==> src/rtl/err_flag_pkg.sv <==
package err_flag_pkg;
  localparam int REG_W = 8;

  typedef struct packed {
    logic             wrFlags;
    logic             wrEnable;
    logic             wrCode;
    logic             wrIrqEn;
    logic [REG_W-1:0] data;
  } strobe_t;
endpackage

==> src/rtl/err_flag_ctrl.sv <==
module err_flag_ctrl
  import err_flag_pkg::*;
#(
  parameter int ADDR_W = 2
) (
  input  logic              wrEn,
  input  logic [ADDR_W-1:0] wrAddr,
  input  logic [REG_W-1:0]  wrData,
  output strobe_t           strobe
);
  localparam logic [ADDR_W-1:0] ADDR_FLAGS  = ADDR_W'(0);
  localparam logic [ADDR_W-1:0] ADDR_ENABLE = ADDR_W'(1);
  localparam logic [ADDR_W-1:0] ADDR_CODE   = ADDR_W'(2);
  localparam logic [ADDR_W-1:0] ADDR_IRQEN  = ADDR_W'(3);

  always_comb begin
    strobe.wrFlags  = wrEn && (wrAddr == ADDR_FLAGS);
    strobe.wrEnable = wrEn && (wrAddr == ADDR_ENABLE);
    strobe.wrCode   = wrEn && (wrAddr == ADDR_CODE);
    strobe.wrIrqEn  = wrEn && (wrAddr == ADDR_IRQEN);
    strobe.data     = wrData;
  end
endmodule

==> src/rtl/err_flag_dp.sv <==
module err_flag_dp
  import err_flag_pkg::*;
#(
  parameter int NUM_FLAGS = 8,
  parameter int NUM_CODES = 7
) (
  input  logic                 clk,
  input  logic                 rst_n,
  input  strobe_t              strobe,
  input  logic [NUM_FLAGS-1:0] evtPulse,
  input  logic [NUM_CODES-1:0] errType,
  output logic [NUM_FLAGS-1:0] flagQ,
  output logic [NUM_FLAGS-1:0] enQ,
  output logic [NUM_CODES-1:0] codeQ,
  output logic                 modeQ,
  output logic [REG_W-1:0]     irqEnQ
);
  localparam int MODE_BIT = NUM_CODES;

  logic [NUM_FLAGS-1:0] flagNext;
  logic [NUM_CODES-1:0] codeBase;
  logic [NUM_CODES-1:0] codeNext;

  // per-bit flag: software clear-by-zero, then the event sets it
  for (genvar i = 0; i < NUM_FLAGS; i++) begin : g_flag
    logic keep;
    assign keep        = strobe.wrFlags ? (flagQ[i] & strobe.data[i]) : flagQ[i];
    assign flagNext[i] = keep | evtPulse[i];
  end

  always_comb begin
    codeBase = strobe.wrCode ? (codeQ & strobe.data[NUM_CODES-1:0]) : codeQ;
    if (|errType)
      codeNext = modeQ ? (codeBase | errType) : errType;
    else
      codeNext = codeBase;
  end

  always_ff @(posedge clk) begin
    if (!rst_n) begin
      flagQ  <= '0;
      enQ    <= '0;
      codeQ  <= '0;
      modeQ  <= 1'b0;
      irqEnQ <= '0;
    end else begin
      flagQ <= flagNext;
      codeQ <= codeNext;
      if (strobe.wrEnable) enQ <= strobe.data[NUM_FLAGS-1:0];
      if (strobe.wrIrqEn)  irqEnQ <= strobe.data;
      if (strobe.wrCode)   modeQ <= strobe.data[MODE_BIT];
    end
  end

  assert_event_sets_R2: assert property (@(posedge clk) disable iff (!rst_n)
    (|evtPulse) |=> ((flagQ & $past(evtPulse)) == $past(evtPulse)));

  assert_clear_by_zero_R3: assert property (@(posedge clk) disable iff (!rst_n)
    (strobe.wrFlags && evtPulse == '0) |=>
      (flagQ == ($past(flagQ) & $past(strobe.data[NUM_FLAGS-1:0]))));

  assert_flags_hold_R2: assert property (@(posedge clk) disable iff (!rst_n)
    (!strobe.wrFlags && evtPulse == '0) |=> $stable(flagQ));

  assert_accumulate_R9: assert property (@(posedge clk) disable iff (!rst_n)
    (modeQ && (|errType) && !strobe.wrCode) |=>
      (codeQ == ($past(codeQ) | $past(errType))));

  assert_replace_R10: assert property (@(posedge clk) disable iff (!rst_n)
    (!modeQ && (|errType)) |=> (codeQ == $past(errType)));
endmodule

==> src/rtl/err_flag_unit.sv <==
module err_flag_unit
  import err_flag_pkg::*;
#(
  parameter int NUM_FLAGS   = 8,
  parameter int NUM_CODES   = 7,
  parameter int ADDR_W      = 2,
  parameter int SUMMARY_BIT = 5
) (
  input  logic                 clk,
  input  logic                 rst_n,
  input  logic [NUM_FLAGS-1:0] evtPulse,
  input  logic [NUM_CODES-1:0] errType,
  input  logic                 wrEn,
  input  logic [ADDR_W-1:0]    wrAddr,
  input  logic [REG_W-1:0]     wrData,
  output logic [NUM_FLAGS-1:0] flagsOut,
  output logic [NUM_FLAGS-1:0] enableOut,
  output logic [NUM_CODES:0]   codeOut,
  output logic [REG_W-1:0]     irqEnOut,
  output logic [REG_W-1:0]     intStatus,
  output logic                 errIrq
);
  strobe_t              strobe;
  logic [NUM_FLAGS-1:0] flagQ;
  logic [NUM_FLAGS-1:0] enQ;
  logic [NUM_CODES-1:0] codeQ;
  logic                 modeQ;
  logic [REG_W-1:0]     irqEnQ;
  logic                 summary;

  err_flag_ctrl #(.ADDR_W(ADDR_W)) u_ctrl (
    .wrEn   (wrEn),
    .wrAddr (wrAddr),
    .wrData (wrData),
    .strobe (strobe)
  );

  err_flag_dp #(.NUM_FLAGS(NUM_FLAGS), .NUM_CODES(NUM_CODES)) u_dp (
    .clk      (clk),
    .rst_n    (rst_n),
    .strobe   (strobe),
    .evtPulse (evtPulse),
    .errType  (errType),
    .flagQ    (flagQ),
    .enQ      (enQ),
    .codeQ    (codeQ),
    .modeQ    (modeQ),
    .irqEnQ   (irqEnQ)
  );

  assign summary = |(flagQ & enQ);

  for (genvar b = 0; b < REG_W; b++) begin : g_status
    if (b == SUMMARY_BIT) begin : g_sum
      assign intStatus[b] = summary;
    end else begin : g_zero
      assign intStatus[b] = 1'b0;
    end
  end

  assign errIrq    = summary & irqEnQ[SUMMARY_BIT];
  assign flagsOut  = flagQ;
  assign enableOut = enQ;
  assign codeOut   = {modeQ, codeQ};
  assign irqEnOut  = irqEnQ;

  assert_irq_gated_R7: assert property (@(posedge clk) disable iff (!rst_n)
    errIrq |-> (irqEnOut[SUMMARY_BIT] && intStatus[SUMMARY_BIT]));

  assert_no_enabled_flag_R6: assert property (@(posedge clk) disable iff (!rst_n)
    (enableOut == '0) |-> !intStatus[SUMMARY_BIT]);
endmodule

==> config.mk <==
export PLATFORM = sky130hd
export DESIGN_NAME = err_flag_unit
export DESIGN_NICKNAME = d
export VERILOG_FILES = /design/src/rtl/err_flag_pkg.sv /design/src/rtl/err_flag_ctrl.sv /design/src/rtl/err_flag_dp.sv /design/src/rtl/err_flag_unit.sv
export SDC_FILE = /design/constraint.sdc
export NUM_CORES = 1
export LEC_CHECK = 0
export BUFFER_PORTS_ARGS = -buffer_cell sky130_fd_sc_hd__buf_2
export CAP_MARGIN = 0
export CORE_UTILIZATION = 23
export CTS_CLUSTER_SIZE = 30
export DETAILED_ROUTE_END_ITERATION = 7
export HOLD_SLACK_MARGIN = 0.05
export PLACE_DENSITY = 0.47
export SLEW_MARGIN = 20
export SYNTH_ARGS = -nofsm -noshare
export SYNTH_HDL_FRONTEND = slang
export SYNTH_SLANG_ARGS = --single-unit
==> constraint.sdc <==
create_clock -name clk -period 0.89 [get_ports clk]
set_clock_uncertainty 0.15 [all_clocks]
set_input_delay 0.0445 -clock clk [delete_from_list [all_inputs] [get_ports clk]]
set_output_delay 0.0445 -clock clk [all_outputs]
set_load 0.03 [all_outputs]
Yosys cells after proc, flatten, opt, wreduce, memory -nomap -nowiden

Cells that the tools add are included.

RAM bits: 0
Word-level logic and storage cells: 46
Memories kept: 0
Bits in registers: 32
ROM bits: 0
Bits in latches: 0
Output and inout port bits: 41

Equality and inequality tests: 3
Divide/modulo/power cells: 0
Magnitude comparators: 0
$add $sub $neg: 0
Bitwise logic cells: 20
Multiply operators: 0
Reductions and logical operators: 7
Multiplexer cells: 11
Shift operators: 0

Operators with widths:

| cell                                                                  | number |
|---|---|
| 7-bit two-way mux                                                     | 3 |
| 1-bit AND                                                             | 9 |
| 8-bit AND                                                             | 1 |
| 1-bit two-way mux                                                     | 8 |
| 1-bit OR                                                              | 8 |
| 8-bit OR reduction                                                    | 1 |
| 7-bit AND                                                             | 1 |
| 7-bit OR                                                              | 1 |
| 7-bit OR reduction                                                    | 1 |
| 2-bit equality test, second input constant                            | 2 |
| 1-bit logical AND                                                     | 4 |
| 2-bit by 1-bit equality test with 1-bit output, second input constant | 1 |
| 2-bit zero test                                                       | 1 |

Longest topological paths before layout

Depth after elaboration: 6
Depth in mapped cells: 5
Gate-level depth less buffers: 3

By module

Synthesis repeated with hierarchy kept, for this count alone.

Cell total of the unflattened synthesis: 155
Area, all modules: 1,542.7 um^2

By module, submodules not included:

| module        | seq. area each (um^2) | times used | area each (um^2) | cells each |
|---|---|---|---|---|
| err_flag_dp   | 640.6                 | 1          | 1,297.5          | 126 |
| err_flag_unit | 0.0                   | 1          | 147.6            | 17 |
| err_flag_ctrl | 0.0                   | 1          | 97.6             | 12 |

Worst setup path before layout

Ideal clock, no wire load.

Kind: flip-flop to output port
From: register u_dp.enQ[3]
To: output port errIrq
Stages on the path, launching flop included: 4
Path slack: -361 ps
Arrival time: 1,056 ps
Required time: 695 ps
Cell sequence: dfxtp_1 > a22oi_1 > nand4_1 > and2_1

Word-level cells in the longest chain between the ends: 3

Ends and longest elaborated chain:

| what                   | line                | text |
|---|---|---|
| from (decl)            | err_flag_dp.sv:13   | `output logic [NUM_FLAGS-1:0] enQ,` |
| from (signal assigned) | err_flag_dp.sv:49   | `if (strobe.wrEnable) enQ <= strobe.data[NUM_FLAGS-1:0];` |
| 8-bit AND              | err_flag_unit.sv:51 | `assign summary = \|(flagQ & enQ);` |
| 8-bit OR reduction     | err_flag_unit.sv:51 |  |
| via summary            | err_flag_unit.sv:29 | `logic summary;` |
| 1-bit AND              | err_flag_unit.sv:61 | `assign errIrq = summary & irqEnQ[SUMMARY_BIT];` |
| to (decl)              | err_flag_unit.sv:21 | `output logic errIrq` |

The timed path passes the listed nets, and every way through them passes these cells.

Final worst setup path

From: register u_dp.enQ[2]
To: output port errIrq

Word-level cells in the longest chain between the ends: 3

Ends and longest elaborated chain:

| what               | line |
|---|---|
| 8-bit AND          | err_flag_unit.sv:51 |
| 8-bit OR reduction | err_flag_unit.sv:51 |
| 1-bit AND          | err_flag_unit.sv:61 |

No other way between the ends.

==> metrics.json <==
{
  "setup_tns_ps": -4730,
  "dp_hpwl_mm": 3.23,
  "cpMaxStageDelayCell": "sky130_fd_sc_hd__dfxtp_2",
  "synth_async_sr_flop_share": 0,
  "hold_path_startpoint": "errType[0]",
  "syn-mean-instance-area_um2": 9.58,
  "worst_setup_path_end_kind": "output pin",
  "route.antenna.remaining_nets": 0,
  "antenna_found_initial": 0,
  "vias_in_the_first_global_route": 1502,
  "htree_levels": 2,
  "drt_wl_total_mm": 4.45,
  "detailroute.via_count": 1532,
  "hold-worst-slack_ps": -61.6,
  "path_class": "reg2out",
  "clk_root_buffer_cell": "sky130_fd_sc_hd__clkbuf_8",
  "r2r_cells": 4,
  "cts_tree": "yes",
  "finalHoldViolations": 9,
  "initial_utilization": 0.238,
  "worstPathMaxFanout": 2,
  "grt_remaining_overflow": 0,
  "slew_viol_final": 0,
  "synth.top_cell.area_share": 0.423,
  "gr-usage-all-layers": 0.137,
  "portion_of_the_clock_cycle_consumed_by_the_worst_path_in_the_final_layout": 1.57,
  "min_delay_worst_endpoint": "u_dp.codeQ[0]",
  "postSynthRegisterBits": 32,
  "post-route-util": 0.451,
  "n_fill_cell": 627,
  "leakage_power_summed_over_all_cells_nw": 1.31,
  "total_standard_cell_area_after_synthesis_mm2": 0.00151,
  "r2r_setup_slack_ps": -90,
  "drt-initial-drc-count": 58,
  "power_density_mw_per_mm2": 1400,
  "syn-instance-count": 158,
  "worstSetupStartpointType": "register",
  "most-common-layout-cells": "sky130_fd_sc_hd__buf_6 (53), sky130_fd_sc_hd__dfxtp_2 (27), sky130_fd_sc_hd__buf_2 (25)",
  "maxCapViolations": 0,
  "drive_gt1_frac": 0.613,
  "coreArea_mm2": 0.00635,
  "synthesis_warning_total": 0,
  "failed_checks": "hold timing, setup timing",
  "post-route-worst-setup-slack_ps": -503,
  "result_of_the_run": "finished with violations",
  "power.ir.vdd_worst_mv": 0.696,
  "count_of_hold_fix_buffers_inserted_at_cts": 9,
  "route.detailed.drc": 0,
  "worst_skew_pair.late_latency_ps": 280,
  "dieHeight_um": 83.1,
  "grt_max_degree": 25,
  "placement_rows": 29,
  "yosys.area.top_type": "sky130_fd_sc_hd__dfxtp_1",
  "setup-violations-final": 45,
  "syn_to_final_growth_pct": 89.3,
  "rr_endpoint": "u_dp.enQ[3]",
  "r2r-start": "u_dp.enQ[3]",
  "global_placement_routability_congestion": 0.718,
  "register_area_um2": 693,
  "crit_path_cell_trace": "a22oi_2, nand4_1, and2_4, buf_6",
  "net_total_in_the_final_layout": 298,
  "floorplan.io_pins": 69,
  "cts_made_buffers": 5,
  "avgViaCountPerCell": 4.40,
  "cts.reportedPaths.clkPinSlew_ps": 70,
  "insertedDiodeCount": 0,
  "die_x_um": 83.1,
  "grt_setup_unrepaired": "yes",
  "fmax_ghz": 0.718,
  "proportion_of_synthesized_chip_area_in_sequential_cells": 0.423,
  "clock_path_buffers": 2,
  "synthDistinctLibCells": 25,
  "minimum_setup_slack_after_placement_ps": -311,
  "synth_enable_flop_cells": 0,
  "worst_hold_path.num_cells": 4,
  "io_buffer_count": 61,
  "min_period_ps": 1390,
  "cp_data_required_time_ps": 700,
  "routedWlPerCell_um": 12.8,
  "dieArea_mm2": 0.00691,
  "most_common_library_cell_in_the_layout_ignoring_fill_and_taps": "sky130_fd_sc_hd__buf_6",
  "worst_path_largest_cell_delay_ps": 330,
  "multiInputGateArea_um2": 831,
  "grt_first_pass_wirelength_mm": 7.53,
  "worst_hold_path_type": "in2reg",
  "clock_sinks": 32,
  "synth.top_cells.by_area": "sky130_fd_sc_hd__dfxtp_1 (42%), sky130_fd_sc_hd__mux2i_1 (11%), sky130_fd_sc_hd__nor2b_1 (7.0%)",
  "ys_dominant_reg_cell": "sky130_fd_sc_hd__dfxtp_1",
  "drt_pass1_iterations": 4,
  "worstPathArrival_ps": 1200
}
[cell usage after synthesis (2+ instances only)]
cell type / n
sky130_fd_sc_hd__o21ai_0: 8
sky130_fd_sc_hd__nor2_1: 8
sky130_fd_sc_hd__nand2_1: 8
sky130_fd_sc_hd__buf_2: 2
sky130_fd_sc_hd__dfxtp_1: 32
sky130_fd_sc_hd__clkbuf_1: 3
sky130_fd_sc_hd__nand3_1: 7
sky130_fd_sc_hd__o211ai_1: 7
sky130_fd_sc_hd__a22oi_1: 4
sky130_fd_sc_hd__nor2b_1: 17
sky130_fd_sc_hd__nand4_1: 8
sky130_fd_sc_hd__buf_6: 2
sky130_fd_sc_hd__nand4bb_1: 7
sky130_fd_sc_hd__mux2i_1: 17
sky130_fd_sc_hd__buf_4: 11
sky130_fd_sc_hd__a21oi_1: 8
[layer usage]
layer / GRT usage / vias up / part of all wire
met5: 0 / - / 0
met4: 0.0392 / 0 / 0.0072
met3: 0.0378 / 4 / 0.051
met2: 0.218 / 48 / 0.48
met1: 0.181 / 703 / 0.46
li1: - / 777 / -
[worst max-delay path by stage]
stage / from / end / slack (ps) / cells after the start
finish: u_dp.enQ[2] / errIrq / -500 / 4
CTS: u_dp.flagQ[1] / errIrq / -530 / 4
global route: u_dp.flagQ[1] / errIrq / -570 / 4
global placement: u_dp.flagQ[0] / errIrq / -300 / 4
detailed placement: u_dp.flagQ[0] / errIrq / -310 / 4
floorplan: u_dp.flagQ[0] / errIrq / -170 / 3
[where the power goes]
group	switching, W	leakage [nW]	internal [W]	total [W]
registers	0.0000576	0.276	0.00151	0.00157
logic	0.000479	0.976	0.000519	0.000998
clock network	0.000535	0.0588	0.000901	0.00144
[sequential cells by signal, indices dropped and copies added, names as in the netlist]
signal	flops
u_dp.codeQ	7
u_dp.enQ	8
u_dp.flagQ	8
u_dp.irqEnQ	8
u_dp.modeQ	1
[logic make-up after synthesis]
kind of cell           count (synthesis)  share of synthesized area
AND/OR/NAND/NOR                       62                      0.266
flip-flops                            32                      0.423
AO/OA/AOI/OAI                         27                      0.107
buffers and inverters                 19                     0.0884
multiplexers                          17                      0.112
other                                  1                    0.00248
[worst max-delay path: cells and delay by family, from the launching register on]
family          cells  cell delay [ps]
compound gates      1              170
simple gates        2              290
buf+inv             1              130
flops               1              330
[what timing repair did]
item                                    CTS  global route
buffers inserted                          8             7
gates resized for setup                  98            22
endpoints found under the hold margin    32            22
pin swaps                                12             7
endpoints found under the setup margin   49            57
[per-stage QoR]
step | cells | total power [W] | hold WS (ps) | instance area [um2]
finish | 348 | 0.00400 | -61.6 | 2870
global route | 348 | 0.00420 | -47.6 | 2870
CTS | 346 | 0.00402 | -79.9 | 2780
detailed placement | 322 | 0.00236 | 176 | 2230
global placement | 322 | 0.00236 | 177 | 2230
floorplan | 164 | 0.00203 | 20.6 | 1590
[cell type report]
type | instances | area share
Timing Repair Buffer | 118 | 0.394
Multi-Input combinational cell | 113 | 0.290
Sequential cell | 32 | 0.242
Tap cell | 77 | 0.0336
Clock buffer | 6 | 0.0288
Clock inverter | 2 | 0.0118
Power figures use the tool's default switching activity.
